`src/rtl/pfa_pkg.sv`:
```
package pfa_pkg;
   typedef enum logic {
      ST_IDLE = 1'b0,
      ST_RUN  = 1'b1
   } run_st_t;

   typedef enum logic {
      CH_UPPER = 1'b0,
      CH_LOWER = 1'b1
   } chan_t;
endpackage

```
`src/rtl/pfa_chan_ctr.sv`:
```
module pfa_chan_ctr #(
   parameter int AW    = 16,
   parameter int CW    = 4,
   parameter int STEP  = 4,
   parameter int LIMIT = 8
) (
   input  logic          clk,
   input  logic          rst_n,
   input  logic          load,
   input  logic [AW-1:0] base,
   input  logic          adv,
   output logic [AW-1:0] addr,
   output logic [CW-1:0] count
);
   initial begin
      assert (LIMIT > 0 && LIMIT < (1 << CW) && STEP > 0)
         else $error("pfa_chan_ctr: LIMIT or STEP out of range");
   end

   always_ff @(posedge clk) begin
      if (!rst_n) begin
         addr  <= '0;
         count <= '0;
      end else if (load) begin
         addr  <= base;
         count <= '0;
      end else if (adv && count != CW'(LIMIT)) begin
         addr  <= addr + AW'(STEP);
         count <= count + CW'(1);
      end
   end

   // a channel never runs past its per-frame burst count
   a_r3_count_bound: assert property (@(posedge clk) disable iff (!rst_n)
      count <= CW'(LIMIT));
endmodule

```
`src/rtl/pfa_turn_pick.sv`:
```
module pfa_turn_pick (
   input  logic turn_lo,
   input  logic want_up,
   input  logic want_lo,
   output logic go,
   output logic pick_lo
);
   always_comb begin
      go = want_up | want_lo;
      if (want_up && want_lo) pick_lo = turn_lo;
      else                    pick_lo = want_lo;
   end
endmodule

```
`src/rtl/lcd_panel_fetch_seq.sv`:
```
module lcd_panel_fetch_seq
   import pfa_pkg::*;
#(
   parameter int AW        = 16,
   parameter int BURST     = 4,
   parameter int PAL_WORDS = 16,
   parameter int PIX_WORDS = 32
) (
   input  logic          clk,
   input  logic          rst_n,
   input  logic          enable,
   input  logic          dual_mode,
   input  logic [AW-1:0] base_upper,
   input  logic [AW-1:0] base_lower,
   input  logic          fifo_afull_up,
   input  logic          fifo_afull_lo,
   input  logic          grant,
   output logic          req,
   output logic [AW-1:0] addr,
   output logic          tag,
   output logic          pal_wr,
   output logic          up_wr,
   output logic          lo_wr
);
   localparam int PAL_BURSTS = PAL_WORDS / BURST;
   localparam int PIX_BURSTS = PIX_WORDS / BURST;
   localparam int UP_BURSTS  = PAL_BURSTS + PIX_BURSTS;
   localparam int CW         = $clog2(UP_BURSTS + 1);

   initial begin
      assert (BURST > 0 && PAL_WORDS > 0 && PIX_WORDS > 0 &&
              PAL_WORDS % BURST == 0 && PIX_WORDS % BURST == 0)
         else $error("lcd_panel_fetch_seq: word counts must be whole bursts");
   end

   run_st_t      st;
   logic         dual_q, turn_lo, req_q, pal_wr_q, up_wr_q, lo_wr_q;
   chan_t        tag_q;
   logic [AW-1:0] ch_addr [2];
   logic [CW-1:0] ch_cnt  [2];
   logic         pal_phase, up_done, lo_done, frame_done;
   logic         want_up, want_lo, go, pick_lo, hs, start;

   assign pal_phase  = ch_cnt[0] < CW'(PAL_BURSTS);
   assign up_done    = ch_cnt[0] == CW'(UP_BURSTS);
   assign lo_done    = ch_cnt[1] == CW'(PIX_BURSTS);
   assign frame_done = up_done && (lo_done || !dual_q);
   assign want_up    = !up_done && (pal_phase || !fifo_afull_up);
   assign want_lo    = dual_q && !pal_phase && !lo_done && !fifo_afull_lo;
   assign hs         = req_q && grant;
   assign start      = enable && ((st == ST_IDLE) ||
                                  (st == ST_RUN && !req_q && frame_done));

   generate
      for (genvar c = 0; c < 2; c++) begin : g_ch
         localparam int LIM = (c == 0) ? UP_BURSTS : PIX_BURSTS;
         logic [AW-1:0] ch_base;
         logic          ch_adv;
         if (c == 0) begin : g_up
            assign ch_base = base_upper;
            assign ch_adv  = hs && (tag_q == CH_UPPER);
         end else begin : g_lo
            assign ch_base = base_lower;
            assign ch_adv  = hs && (tag_q == CH_LOWER);
         end
         pfa_chan_ctr #(.AW(AW), .CW(CW), .STEP(BURST), .LIMIT(LIM)) u_ctr (
            .clk   (clk),
            .rst_n (rst_n),
            .load  (start),
            .base  (ch_base),
            .adv   (ch_adv),
            .addr  (ch_addr[c]),
            .count (ch_cnt[c])
         );
      end
   endgenerate

   pfa_turn_pick u_pick (
      .turn_lo (turn_lo),
      .want_up (want_up),
      .want_lo (want_lo),
      .go      (go),
      .pick_lo (pick_lo)
   );

   always_ff @(posedge clk) begin
      if (!rst_n) begin
         st       <= ST_IDLE;
         dual_q   <= 1'b0;
         turn_lo  <= 1'b0;
         req_q    <= 1'b0;
         tag_q    <= CH_UPPER;
         pal_wr_q <= 1'b0;
         up_wr_q  <= 1'b0;
         lo_wr_q  <= 1'b0;
      end else begin
         pal_wr_q <= 1'b0;
         up_wr_q  <= 1'b0;
         lo_wr_q  <= 1'b0;
         if (start) begin
            st      <= ST_RUN;
            dual_q  <= dual_mode;
            turn_lo <= 1'b0;
         end else if (st == ST_RUN) begin
            if (req_q) begin
               if (grant) begin
                  req_q <= 1'b0;
                  if (tag_q == CH_LOWER) begin
                     lo_wr_q <= 1'b1;
                     turn_lo <= 1'b0;
                  end else if (pal_phase) begin
                     pal_wr_q <= 1'b1;
                  end else begin
                     up_wr_q <= 1'b1;
                     turn_lo <= 1'b1;
                  end
               end
            end else if (frame_done) begin
               st <= ST_IDLE;
            end else if (go) begin
               req_q <= 1'b1;
               tag_q <= pick_lo ? CH_LOWER : CH_UPPER;
            end
         end
      end
   end

   assign req    = req_q;
   assign tag    = tag_q;
   assign addr   = (tag_q == CH_LOWER) ? ch_addr[1] : ch_addr[0];
   assign pal_wr = pal_wr_q;
   assign up_wr  = up_wr_q;
   assign lo_wr  = lo_wr_q;

   // pending request is frozen until granted
   a_r8_req_hold: assert property (@(posedge clk) disable iff (!rst_n)
      req && !grant |=> req && $stable(addr) && $stable(tag));
   // at most one strobe, and only right after a grant
   a_r9_one_strobe: assert property (@(posedge clk) disable iff (!rst_n)
      $onehot0({pal_wr, up_wr, lo_wr}));
   a_r9_strobe_after_grant: assert property (@(posedge clk) disable iff (!rst_n)
      (pal_wr || up_wr || lo_wr) |-> $past(req && grant));
   // lower channel silent during the palette
   a_r6_lower_after_palette: assert property (@(posedge clk) disable iff (!rst_n)
      req && tag |-> !pal_phase);
   // single mode uses channel 1 only
   a_r4_single_upper_only: assert property (@(posedge clk) disable iff (!rst_n)
      req && !dual_q |-> !tag);
   // a channel with a full FIFO is not chosen
   a_r7_lower_space: assert property (@(posedge clk) disable iff (!rst_n)
      $rose(req) && tag |-> !$past(fifo_afull_lo));
   a_r7_upper_space: assert property (@(posedge clk) disable iff (!rst_n)
      $rose(req) && !tag && !pal_phase |-> !$past(fifo_afull_up));
endmodule

```
`config.mk`:
```
export PLATFORM = sky130hd
export DESIGN_NAME = lcd_panel_fetch_seq
export DESIGN_NICKNAME = d
export VERILOG_FILES = /design/src/rtl/pfa_pkg.sv /design/src/rtl/pfa_chan_ctr.sv /design/src/rtl/pfa_turn_pick.sv /design/src/rtl/lcd_panel_fetch_seq.sv
export SDC_FILE = /design/constraint.sdc
export NUM_CORES = 1
export LEC_CHECK = 0
export BUFFER_PORTS_ARGS = -buffer_cell sky130_fd_sc_hd__buf_2
export CELL_PAD_IN_SITES_DETAIL_PLACEMENT = 0
export CELL_PAD_IN_SITES_GLOBAL_PLACEMENT = 1
export CORE_MARGIN = 4
export CORE_UTILIZATION = 43
export CTS_CLUSTER_DIAMETER = 150
export DETAILED_ROUTE_END_ITERATION = 10
export GPL_TIMING_DRIVEN = 0
export PLACE_DENSITY_LB_ADDON = 0.1
export SLEW_MARGIN = 30
export SYNTH_ARGS = -nofsm -noshare
export SYNTH_HDL_FRONTEND = slang
export SYNTH_SLANG_ARGS = --single-unit
export TNS_END_PERCENT = 1
```
`constraint.sdc`:
```
create_clock -name clk -period 4.45 [get_ports clk]
set_clock_uncertainty 0.2 [all_clocks]
set_input_delay 1.335 -clock clk [delete_from_list [all_inputs] [get_ports clk]]
set_output_delay 1.335 -clock clk [all_outputs]
set_load 0.01 [all_outputs]
```
[Yosys cells after proc, flatten, opt, wreduce, memory -nomap -nowiden]
Index checks and enable logic that the tools add are counted.
Word-level totals
  register bits: 48
  output and inout bits: 21
Operators by class
  add/sub/neg operators: 4
  $lt $le $gt $ge: 1
  equal/unequal tests: 5
  muxes and demuxes: 20
  bitwise logic cells: 8
  reductions and logical operators: 32
Operators by type and width (number)
  $mux 16: 5
  $add 16x3->16 const B: 2
  $mux 1: 15
  $logic_and 1x1->1: 14
  $add 4x1->4 const B: 2
  $eq 4x4->1 const B: 2
  $ne 4x4->1 const B: 2
  $logic_not 1->1: 7
  $not 1->1: 7
  $reduce_or 6->1: 1
  $reduce_and 5->1: 1
  $reduce_or 5->1: 1
  $lt 4x3->1 const B: 1
  $reduce_and 4->1: 1
  $reduce_bool 2->1: 2
  $logic_or 1x1->1: 3
  $ne 2x2->1 const B: 1
  $reduce_and 2->1: 1
  $reduce_or 2->1: 1
  $or 1x1->1: 1

[Logic depth before layout (Yosys ltp)]
Gate-level depths: netlist (run 1).
  depth in word-level cells: 9
  mapped depth: 8
  mapped depth without buffers: 6

[By module]
A second synthesis (run 1) with hierarchy kept.
Second synthesis, totals
  cell total of the unflattened synthesis: 298
  area, all modules: 2630.0 um^2
Modules (own cells, without submodules)
  pfa_chan_ctr (g_ch[0].u_ctr): times used 1, cells an instance 117, area each 1014.7 um^2, seq. area each 400.4 um^2
  pfa_chan_ctr (g_ch[1].u_ctr): times used 1, cells an instance 116, area each 1008.5 um^2, seq. area each 400.4 um^2
  lcd_panel_fetch_seq: times used 1, cells an instance 62, area each 589.3 um^2, seq. area each 160.2 um^2
  pfa_turn_pick: times used 1, cells an instance 3, area each 17.5 um^2, seq. area each 0.0 um^2

[Worst setup path after synthesis (run 1)]
OpenSTA, ideal clock, no wires.
  path type: register to output
  from: reg tag_q (netlist: tag)
  to: out addr[10]
  arrival time: 1.276 ns
  setup slack: 1.639 ns
  cell stages (with the launch flop): 4
  path buffers: 2
  cells stage by stage: dfxtp_1 > buf_2 > buf_1 > mux2_2
On the way
  word-level cells in the longest chain between the ends: 1
Ends and longest elaborated chain
  start, declared: RTL line lcd_panel_fetch_seq.sv:38  | chan_t tag_q;
  start signal, assigned: RTL line lcd_panel_fetch_seq.sv:122  | tag_q <= pick_lo ? CH_LOWER : CH_UPPER;
  $mux 16: RTL line lcd_panel_fetch_seq.sv:130  | assign addr = (tag_q == CH_LOWER) ? ch_addr[1] : ch_addr[0];
  end, declared: RTL line lcd_panel_fetch_seq.sv:19  | output logic [AW-1:0] addr,
Every way passes these cells.

[Worst setup path after layout (run 1)]
  from: reg tag_q (netlist: tag)
  to: out addr[5]
Same word-level chain as after synthesis.

==> key figures, run 1 <==
Worst setup path
  – CP Cell Sequence: buf_2 > buf_1 > mux2_2 > buf_2
  – Worst EP arrival: 1.89 ns
  – Crit start category: flip-flop
  – Stages on the worst setup path: 4
  – Crit-path slowest cell: buf_1
  – Delay-heaviest family, CP: buffers and inverters
  – FF-to-FF path depth: 7
  – Worst reg2reg startpoint: g_ch[1].u_ctr.count[0]$_SDFFE_PP0P_
  – Most used cell, CP: buf_2
  – RR Endpoint: g_ch[0].u_ctr.addr[12]$_SDFFE_PN0P_
  – Setup crit start: tag$_SDFFE_PN0P_
  – Crit path max fanout: 10
  – R2R setup slack: about 2.1 ns
  – Worst Setup EP: addr[5]
  – Max stage delay on crit path: 0.49 ns
  – Worst Path Buf+Inv: 3
  – Crit path required time: just under 3 ns
  – Kind of end point of the critical path: primary output
  – Kind of critical path: flip-flop to primary output

STA
  – Slew HR: between 60% and 70%
  – Unrepaired setup endpoints after global routing: no
  – Actual slew at the worst max-slew pin: 0.593 ns
  – Fmax: 292 MHz
  – Final Max Slew Viols: 0
  – Final Hold Viols: 0
  – Setup TNS: 0 ns
  – Final min period: 3.42 ns
  – Final worst slack: between 1 and 1.5 ns
  – # setup viols final: 0
  – Period utilization: 76.9%

Power
  – Power consumption: 0.000964 W
  – Peak supply drop: 0.197 mV
  – Sw Pwr: 0.000250 W
  – Leak Pwr: between 1 and 1.5 nW
  – Clock power frac: 36.3%
  – Sequential fraction of design power: 50.5%
  – Sw frac: 25.9%
  – Int Pwr: a little over 0.0007 W
  – Pwr Density: 312 nW/um^2
  – Gate power share: a little over an eighth

Detailed routing
  – WL/cell: 15.4 um
  – DRC Markers: 0
  – Vias per cell: 5.47
  – Vias: between 2000 and 2500
  – Detailed Routing Iterations Pass 1: 4
  – Final WL: 6840 um
  – Antenna-violating nets left: 0
  – Starting DRT DRC Count: 107

Finish
  – Multi-input gate area: 1510 sq um
  – Post-layout util: a little over half
  – Storage element area: 961 sq um
  – Layout cells sized above 1: between 20 and 25%
  – Area growth syn-to-layout: 19.6%
  – Antenna Cells: 0
  – Fillers: a little under 600
  – Nets: 415
  – Post-route cell area: 3090 sq um

Die
  – Die Ht: 85.6 um
  – FP Rows: 27
  – Starting Density: 45.6%
  – Num ports: 60
  – Die area: approximately 7300 sq um
  – DIE WIDTH: 85.6 um
  – Core area: between 5000 and 6000 sq um

Run status
  – Status: complete, no violations

Logic synthesis
  – Register bit total from synthesis: 48
  – Yosys warning total: 0
  – Syn Nets: 350
  – Cell area after synthesis: 2590 sq um
  – Post-synth EDFFs: 0
  – Top FF cell, synth: dfxtp_1
  – Register area share after synthesis: ~37%
  – Area share of the largest cell type after synthesis: 37.2%
  – Synth async-reset ratio: 0%
  – Largest area contributor in the netlist: dfxtp_1
  – Synthesized instance count: 305
  – Yosys cell types: 44
  – Syn avg cell area: 8.48 sq um
  – Synth area leaders: dfxtp_1 37%, o21ai_0 7.4%, mux2_2 6.1%

Clock tree
  – Clock tree sinks: 48
  – Total CTS buffers: 5
  – H-tree Lvls: 2
  – Root Buffer: clkbuf_8
  – Hold_buf cts: 0
  – Setup repair bufs after CTS: 0
  – Clk slew on worst S/H paths: 0.09 ns
  – # resized after CTS: 0
  – Clk_lat worst skew: 0.30 ns
  – CTS tree: yes
  – Max Root-Sink Buffers: 2

Global route
  – Initial antenna violation count: 0
  – Overflow after GRT: 0
  – First-pass GRT wire length: ~12000 um
  – GRT Overall Usage: 19.6%
  – Vias in the first global route: 2401
  – Largest net degree at the start of global routing: 15

Placed design
  – Port buffer count: 58
  – Gp weighted congestion: 0.831
  – DP Worst Slack: around 1.3 ns
  – DP HPWL: 5060 um
  – Dpl cell area: ~3000 sq um

Job
  – Max-cap violations: 0

Hold path
  – HP Class: flip-flop to flip-flop
[power by group through the flow]
stage / Clock (W) / Combinational [W] / Sequential (W)
after floorplan: 0 / 0.0000804 / 0.000488
after global placement: 0 / 0.000127 / 0.000497
after detailed placement: 0 / 0.000129 / 0.000497
after CTS: 0.000357 / 0.000129 / 0.000487
after global routing: 0.000373 / 0.000144 / 0.000493
final: 0.000350 / 0.000127 / 0.000487
[layout make-up]
type                            count  share of cell area (%)
Timing Repair Buffer               58                    9.39
Sequential cell                    48                    31.1
Inverter                           10                    1.21
Tap cell                           72                    2.91
Multi-Input combinational cell    229                    48.8
Buffer                             18                    2.55
Clock inverter                      1                   0.971
Clock buffer                        7                    3.11
[flip-flops by register name (all words and copies together), names as in the netlist]
signal            flops
g_ch.u_ctr.addr      32
g_ch.u_ctr.count      8
dual_q                1
lo_wr                 1
pal_wr                1
req                   1
st                    1
tag                   1
turn_lo               1
up_wr                 1
[kinds of logic (layout without fill, tap and decap cells)]
family	Yosys count	count (layout)	synth area share (%)
compound gates	79	79	17.6
xor+xnor	21	21	7.11
fa+ha+maj	6	6	2.90
buf+inv	28	94	4.50
flops	48	48	37.2
mux	20	20	8.42
simple gates	103	103	22.3
[layer usage]
layer | up-vias | track usage, % | part of all wire (%)
li1 | 1244 | - | -
met1 | 1129 | 27.6 | 50
met2 | 45 | 31.6 | 45
met3 | 6 | 3.27 | 4.2
met4 | 0 | 4.32 | 0.95
met5 | - | 0 | 0
[how the worst min path moves through the flow]
stage,start,end,slack [ns],depth (start not counted)
after floorplan,g_ch[0].u_ctr.addr[15]$_SDFFE_PN0P_,g_ch[0].u_ctr.addr[15]$_SDFFE_PN0P_,0.24,2
after global routing,g_ch[0].u_ctr.addr[15]$_SDFFE_PN0P_,g_ch[0].u_ctr.addr[15]$_SDFFE_PN0P_,0.32,2
after CTS,g_ch[0].u_ctr.addr[15]$_SDFFE_PN0P_,g_ch[0].u_ctr.addr[15]$_SDFFE_PN0P_,0.28,2
after detailed placement,g_ch[0].u_ctr.addr[15]$_SDFFE_PN0P_,g_ch[0].u_ctr.addr[15]$_SDFFE_PN0P_,0.27,2
after global placement,g_ch[0].u_ctr.addr[15]$_SDFFE_PN0P_,g_ch[0].u_ctr.addr[15]$_SDFFE_PN0P_,0.27,2
final,g_ch[0].u_ctr.addr[15]$_SDFFE_PN0P_,g_ch[0].u_ctr.addr[15]$_SDFFE_PN0P_,0.28,2
[cell usage in the layout (no fill, tap or decap), drive strengths merged, types with 2 or more instances in the layout]
cell / synthesis / final
nand2: 14 / 14
nor4: 2 / 2
nand4: 8 / 8
or4: 3 / 3
inv: 10 / 10
o31a: 2 / 2
buf: 6 / 64
nor3b: 2 / 2
dfxtp: 48 / 48
o21ai: 38 / 38
nor2: 23 / 23
xor2: 9 / 9
a21oi: 18 / 18
ha: 6 / 6
mux2: 14 / 14
xnor2: 12 / 12
mux2i: 6 / 6
nand3: 13 / 13
nand3b: 2 / 2
clkbuf: 12 / 19
and4: 3 / 3
or3: 12 / 12
a211oi: 5 / 5
or2: 3 / 3
nor3: 5 / 5
and3: 6 / 6
a31oi: 10 / 10
[cell usage after synthesis, types with 8 or more instances]
cell type,n
a21oi_1,18
inv_1,10
nand2_1,14
or3_1,12
xor2_1,9
nor2_1,23
mux2_2,14
clkbuf_1,12
xnor2_1,12
dfxtp_1,48
a31oi_1,10
o21ai_0,38
nand3_1,13
nand4_1,8
[per-stage QoR]
step           instances  hold slack (ns)
2_1_floorplan        305            0.243
3_3_place_gp         435            0.270
3_5_place_dp         435            0.269
4_1_cts              443            0.281
5_1_grt              443            0.323
6_report             443            0.279
[worst register-to-register path, stage by stage (launching register included)]
cell	delay [ns]
dfxtp_1	0.41
inv_1	0.07
ha_1	0.21
and3b_1	0.21
o221ai_2	0.40
clkbuf_1	0.43
o21ai_0	0.17
a31oi_1	0.18
No activity file was read; power rests on OpenSTA's default activity.
==> run 2: changes to the inputs <==
--- a/config.mk
+++ b/config.mk
@@ -9,7 +9,7 @@
 export CELL_PAD_IN_SITES_DETAIL_PLACEMENT = 0
 export CELL_PAD_IN_SITES_GLOBAL_PLACEMENT = 1
 export CORE_MARGIN = 4
-export CORE_UTILIZATION = 43
+export CORE_UTILIZATION = 40
 export CTS_CLUSTER_DIAMETER = 150
 export DETAILED_ROUTE_END_ITERATION = 10
 export GPL_TIMING_DRIVEN = 0
==> constraint.sdc (replaced) <==
create_clock -name clk -period 3.2 [get_ports clk]
set_clock_uncertainty 0.2 [all_clocks]
set_input_delay 0.96 -clock clk [delete_from_list [all_inputs] [get_ports clk]]
set_output_delay 0.96 -clock clk [all_outputs]
set_load 0.01 [all_outputs]
==> run 2 against run 1 <==
Compared with the run above: via count decreased by 0.37%; wire length increased by 3.5%; sequential share of layout area up 0.30 points; combinational power rose by 40%; hold slack better by 0.0032 ns; cell count rose by 1.1%; non-clock buffer count unchanged; flip-flop and latch count did not move; critical path type unchanged; critical endpoint unchanged; largest cell class unchanged; largest power group unchanged; highest routed layer unchanged.
==> key figures, run 2 (synthesis results as in run 1) <==
Global route
  – Overflow after GRT: 0 (unchanged)
  – Largest net degree at the start of global routing: 14 (-1)
  – GRT Overall Usage: 19.4% (-0.21 points)
  – First-pass GRT wire length: 11700 um (+0.77%)
  – Initial antenna violation count: 0 (unchanged)
  – Vias in the first global route: 2362 (-1.6%)

Clock tree
  – H-tree Lvls: 2 (unchanged)
  – Max Root-Sink Buffers: 2 (unchanged)
  – Clock tree sinks: 48 (unchanged)
  – Total CTS buffers: 5 (unchanged)
  – Hold_buf cts: 0 (unchanged)
  – Root Buffer: clkbuf_8
  – CTS tree: yes
  – Setup repair bufs after CTS: 0 (unchanged)
  – Clk slew on worst S/H paths: 0.09 ns (about the same)
  – Clk_lat worst skew: 0.30 ns (about the same)
  – # resized after CTS: 0 (unchanged)

Finish
  – Max reg flops: 32 (unchanged)
  – Layout cells sized above 1: 24.0% (-0.54 points)
  – Commonest non-fill, non-tap cells in the layout: 61 x buf_2, 48 x dfxtp_1, 38 x o21ai_0, 23 x nor2_1, 18 x a21oi_1
  – Area growth syn-to-layout: 18.4%
  – Antenna Cells: 0 (unchanged)
  – Largest regs: g_ch.u_ctr.addr (32), g_ch.u_ctr.count (8)
  – Most common library cell in the layout ignoring fill and taps: buf_2
  – Post-layout util: 48.5% (-6.0 points)
  – Fillers: 664 (+14%)
  – Top reg by flops: g_ch.u_ctr.addr
  – Nets: 415 (unchanged)

Die
  – Starting Density: 41.0% (-4.6 points)
  – Die area: 7820 sq um (+6.8%)
  – Core area: 6310 sq um (+11%)
  – DIE WIDTH: 88.4 um (+3.3%)
  – FP Rows: 29 (+7.4%)
  – Num ports: 60 (unchanged)
  – Die Ht: 88.4 um (+3.3%)

Placed design
  – DP HPWL: 5280 um (+4.4%)
  – Gp weighted congestion: 0.819 (-1.6%)
  – Port buffer count: 58 (unchanged)

Worst setup path
  – Crit-path slowest cell: buf_1
  – Crit path max fanout: 10 (unchanged)
  – Most used cell, CP: buf_2
  – Kind of critical path: flip-flop to primary output
  – Crit path required time: 2.04 ns (-0.87 ns)
  – Delay-heaviest family, CP: buffers and inverters
  – Kind of end point of the critical path: primary output
  – Worst Path Buf+Inv: 3 (unchanged)
  – CP Cell Sequence: buf_2 > buf_1 > mux2_2 > buf_2
  – Max stage delay on crit path: 0.48 ns (about the same)
  – Crit start category: flip-flop
  – Worst EP arrival: 1.89 ns (about the same)

Detailed routing
  – WL/cell: 15.8 um (+2.3%)
  – Final WL: 7080 um (+3.5%)
  – Vias: 2415 (-0.37%)
  – Detailed Routing Iterations Pass 1: 4 (unchanged)
  – Vias per cell: 5.39 (-1.5%)
  – Antenna-violating nets left: 0 (unchanged)
  – DRC Markers: 0 (unchanged)
  – Starting DRT DRC Count: 85 (-21%)

Hold path
  – HP Class: flip-flop to flip-flop

STA
  – Actual slew at the worst max-slew pin: 0.565 ns (-0.0279 ns)
  – Unrepaired setup endpoints after global routing: no
  – Setup TNS: 0 ns (unchanged)
  – Final Max Slew Viols: 0 (unchanged)
  – Period utilization: 95.5%
  – Final min period: 3.05 ns
  – # setup viols final: 0 (unchanged)
  – Slew HR: 62.3% (+1.9 points)
  – Final Hold Viols: 0 (unchanged)
  – Fmax: around 330 MHz

Job
  – Max-cap violations: 0 (unchanged)

Power
  – Peak supply drop: 0.221 mV (+12%)
  – Pwr Density: 404 nW/um^2 (+30%)
  – Leak Pwr: 1.21 nW (-1.5%)

Run status
  – Status: complete, no violations
-- run 2: per-layer routing --
layer	vias up	GRT usage [%]	routed length [um]
li1	1236	-	-
met5	-	0	0
met4	0	6.04	124
met3	12	2.79	259
met1	1114	25.3	3360
met2	53	33.2	3340
-- run 2: worst min-delay path: cells and delay by family, from the launching register on --
family	cells	cell delay, ns
flip-flops	1	0.33
AO/OA/AOI/OAI	2	0.11
-- run 2: stage by stage --
stage	total power [W]	cell area, sq um	hold slack (ns)	cells	worst slack [ns]
after floorplan	0.000790	2590	0.243	305	0.764
after global placement	0.000867	2970	0.269	440	0.458
after detailed placement	0.000869	2970	0.271	440	0.453
after CTS	0.00125	3060	0.282	448	0.115
after global routing	0.00130	3060	0.312	448	0.0432
final	0.00124	3060	0.282	448	0.146
-- run 2: cell type report --
| type | instances | area (sq um) | area share (%) |
|---|---|---|---|
| Multi-Input combinational cell | 229 | 1510 | 49.3 |
| Buffer | 18 | 78.8 | 2.57 |
| Clock buffer | 8 | 90.1 | 2.94 |
| Sequential cell | 48 | 961 | 31.4 |
| Timing Repair Buffer | 58 | 290 | 9.48 |
| Inverter | 10 | 37.5 | 1.23 |
| Tap cell | 77 | 96.3 | 3.15 |
-- run 2: report_power, final --
| part | total (W) | switching [W] | internal (W) |
|---|---|---|---|
| Combinational | 0.000178 | 0.0000946 | 0.0000832 |
| Clock | 0.000382 | 0.000205 | 0.000177 |
| Sequential | 0.000677 | 0.0000435 | 0.000634 |
-- run 2: path summary, 6_finish.rpt --
check	start	endpoint	slack, ns	cells past startpoint
min	g_ch[0].u_ctr.addr[15]$_SDFFE_PN0P_	g_ch[0].u_ctr.addr[15]$_SDFFE_PN0P_	0.28	2
min reg2reg	g_ch[0].u_ctr.addr[15]$_SDFFE_PN0P_	g_ch[0].u_ctr.addr[15]$_SDFFE_PN0P_	0.28	2
max	tag$_SDFFE_PN0P_	addr[5]	0.15	4
max reg2reg	g_ch[0].u_ctr.count[0]$_SDFFE_PP0P_	g_ch[1].u_ctr.addr[7]$_SDFFE_PN0P_	0.83	7
==> run 3: changes to the inputs <==
==> constraint.sdc (replaced) <==
create_clock -name clk -period 3 [get_ports clk]
set_clock_uncertainty 0.2 [all_clocks]
set_input_delay 0.9 -clock clk [delete_from_list [all_inputs] [get_ports clk]]
set_output_delay 0.9 -clock clk [all_outputs]
set_load 0.01 [all_outputs]
==> run 3 against run 2 <==
Compared with the run above: die area is the same; first-iteration DRC count unchanged; utilization barely moved; worst setup slack worse by 0.0052 ns; global-route usage is the same; combinational power up 7%; hold slack did not move; flip-flop and latch count unchanged; clock power rose by 6.8%; via count stayed put; critical path type unchanged; critical endpoint is now addr[14]; largest cell class unchanged.
==> key figures, run 3 (synthesis results as in run 1) <==
Finish
  – Max reg flops: 32 (unchanged)
  – Antenna Cells: 0 (unchanged)
  – Commonest non-fill, non-tap cells in the layout: 62 x buf_2, 48 x dfxtp_1, 38 x o21ai_0, 23 x nor2_1, 18 x a21oi_1
  – Finished Layout Cells: 448 (unchanged)
  – Largest regs: g_ch.u_ctr.addr (32), g_ch.u_ctr.count (8)
  – Top reg by flops: g_ch.u_ctr.addr
  – Layout cells sized above 1: 24.3% (+0.27 points)
  – Nets: 415 (unchanged)
  – Area growth syn-to-layout: 18.5% (about the same)
  – Most common library cell in the layout ignoring fill and taps: buf_2

Clock tree
  – Root Buffer: clkbuf_8
  – Clk_lat worst skew: 0.30 ns (about the same)
  – CTS tree: yes
  – Setup repair bufs after CTS: 0 (unchanged)
  – Clock tree sinks: 48 (unchanged)
  – Clk slew on worst S/H paths: 0.09 ns (about the same)
  – Max Root-Sink Buffers: 2 (unchanged)
  – H-tree Lvls: 2 (unchanged)
  – Total CTS buffers: 5 (unchanged)

Placed design
  – DP HPWL: 5280 um (unchanged)
  – Gp weighted congestion: 0.819 (unchanged)
  – Port buffer count: 58 (unchanged)
  – Dpl cells: 440 (unchanged)

Job
  – Max-cap violations: 0 (unchanged)

Run status
  – Status: complete, no violations

STA
  – Actual slew at the worst max-slew pin: 0.559 ns (-0.00648 ns)
  – Final Hold Viols: 0 (unchanged)
  – Slew HR: 62.7% (+0.43 points)
  – Fmax: 350 MHz
  – # setup viols final: 0 (unchanged)
  – Final min period: 2.86 ns
  – Unrepaired setup endpoints after global routing: no
  – Period utilization: 95.3%
  – Setup TNS: 0 ns (unchanged)
  – Final Max Slew Viols: 0 (unchanged)

Detailed routing
  – Detailed Routing Iterations Pass 1: 4 (unchanged)
  – Starting DRT DRC Count: 85 (unchanged)
  – WL/cell: 15.8 um (unchanged)
  – Antenna-violating nets left: 0 (unchanged)
  – Final WL: 7080 um (unchanged)
  – Vias per cell: 5.39 (unchanged)
  – DRC Markers: 0 (unchanged)
  – Vias: 2415 (unchanged)

Power
  – Peak supply drop: 0.235 mV (+6.7%)
  – Power consumption: 0.00132 W (+6.7%)
  – Pwr Density: 431 nW/um^2 (+6.6%)
  – Leak Pwr: 1.21 nW (+0.37%)

Global route
  – Initial antenna violation count: 0 (unchanged)
  – Largest net degree at the start of global routing: 14 (unchanged)
  – First-pass GRT wire length: 11700 um (unchanged)
  – Vias in the first global route: 2362 (unchanged)
  – Overflow after GRT: 0 (unchanged)
  – GRT Overall Usage: 19.4% (unchanged)

Die
  – Starting Density: 41.0% (unchanged)
  – Die Ht: 88.4 um (unchanged)
  – Core area: 6310 sq um (unchanged)
  – Num ports: 60 (unchanged)
  – DIE WIDTH: 88.4 um (unchanged)
  – Die area: 7820 sq um (unchanged)
  – FP Rows: 29 (unchanged)

Worst setup path
  – Crit start category: flip-flop
  – Crit path max fanout: 10 (unchanged)
  – Kind of critical path: flip-flop to primary output
  – Crit path required time: 1.90 ns (-0.14 ns)
  – Worst EP arrival: 1.76 ns (-0.13 ns)
  – Kind of end point of the critical path: primary output

Hold path
  – HP Class: flip-flop to flip-flop
==> run 3: cell types whose count changed in the layout (fill, tap and decap cells not counted) <==
cell,previous run,this run
buf_1,2,1
buf_2,61,62
==> run 3: power breakdown <==
group | internal (W) | total, W | switching [W] | leakage, nW
sequential | 0.000676 | 0.000723 | 0.0000464 | 0.394
combinational | 0.0000888 | 0.000190 | 0.000101 | 0.775
clock | 0.000189 | 0.000408 | 0.000219 | 0.0455
==> run 3: layout make-up <==
cell class	instances	area (sq um)
Buffer	18	80.1
Clock buffer	8	90.1
Fill cell	663	3250
Inverter	10	37.5
Multi-Input combinational cell	229	1510
Sequential cell	48	961
Tap cell	77	96.3
Timing Repair Buffer	58	290
==> run 3: critical path: stages (launching register included) <==
cell	delay (ns)
dfxtp_1	0.33
buf_2	0.23
clkbuf_1	0.38
mux2_2	0.38
buf_2	0.14
==> run 3: routing by layer <==
layer  vias up  global-route usage, %  wire length, um
met5         -                      0                0
met4         0                   6.04              124
met3        12                   2.79              259
met2        53                   33.2             3340
met1      1114                   25.3             3360
li1       1236                      -                -
==> run 3: path summary, 6_finish.rpt <==
kind	end	start	slack, ns	cells after the start
setup / recovery	addr[14]	tag$_SDFFE_PN0P_	0.14	4
hold / removal	g_ch[0].u_ctr.addr[15]$_SDFFE_PN0P_	g_ch[0].u_ctr.addr[15]$_SDFFE_PN0P_	0.28	2
setup reg to reg	g_ch[1].u_ctr.addr[7]$_SDFFE_PN0P_	g_ch[0].u_ctr.count[0]$_SDFFE_PP0P_	0.63	7
hold reg to reg	g_ch[0].u_ctr.addr[15]$_SDFFE_PN0P_	g_ch[0].u_ctr.addr[15]$_SDFFE_PN0P_	0.28	2
==> run 3: through the flow <==
stage               setup slack, ns  hold WS [ns]  cell area (sq um)  util (%)
floorplan                     0.624         0.243               2590         -
global placement              0.318         0.269               2970      47.1
detailed placement            0.313         0.271               2970      47.1
CTS                           0.117         0.282               3060      48.5
global route                 0.0106         0.312               3060      48.5
finish                        0.140         0.282               3060      48.5
==> run 3: timing repair <==
item | in CTS | in global routing
resized for setup | 1 | 0
endpoints found under the setup margin | 10 | 0
hold buffers | 0 | 0
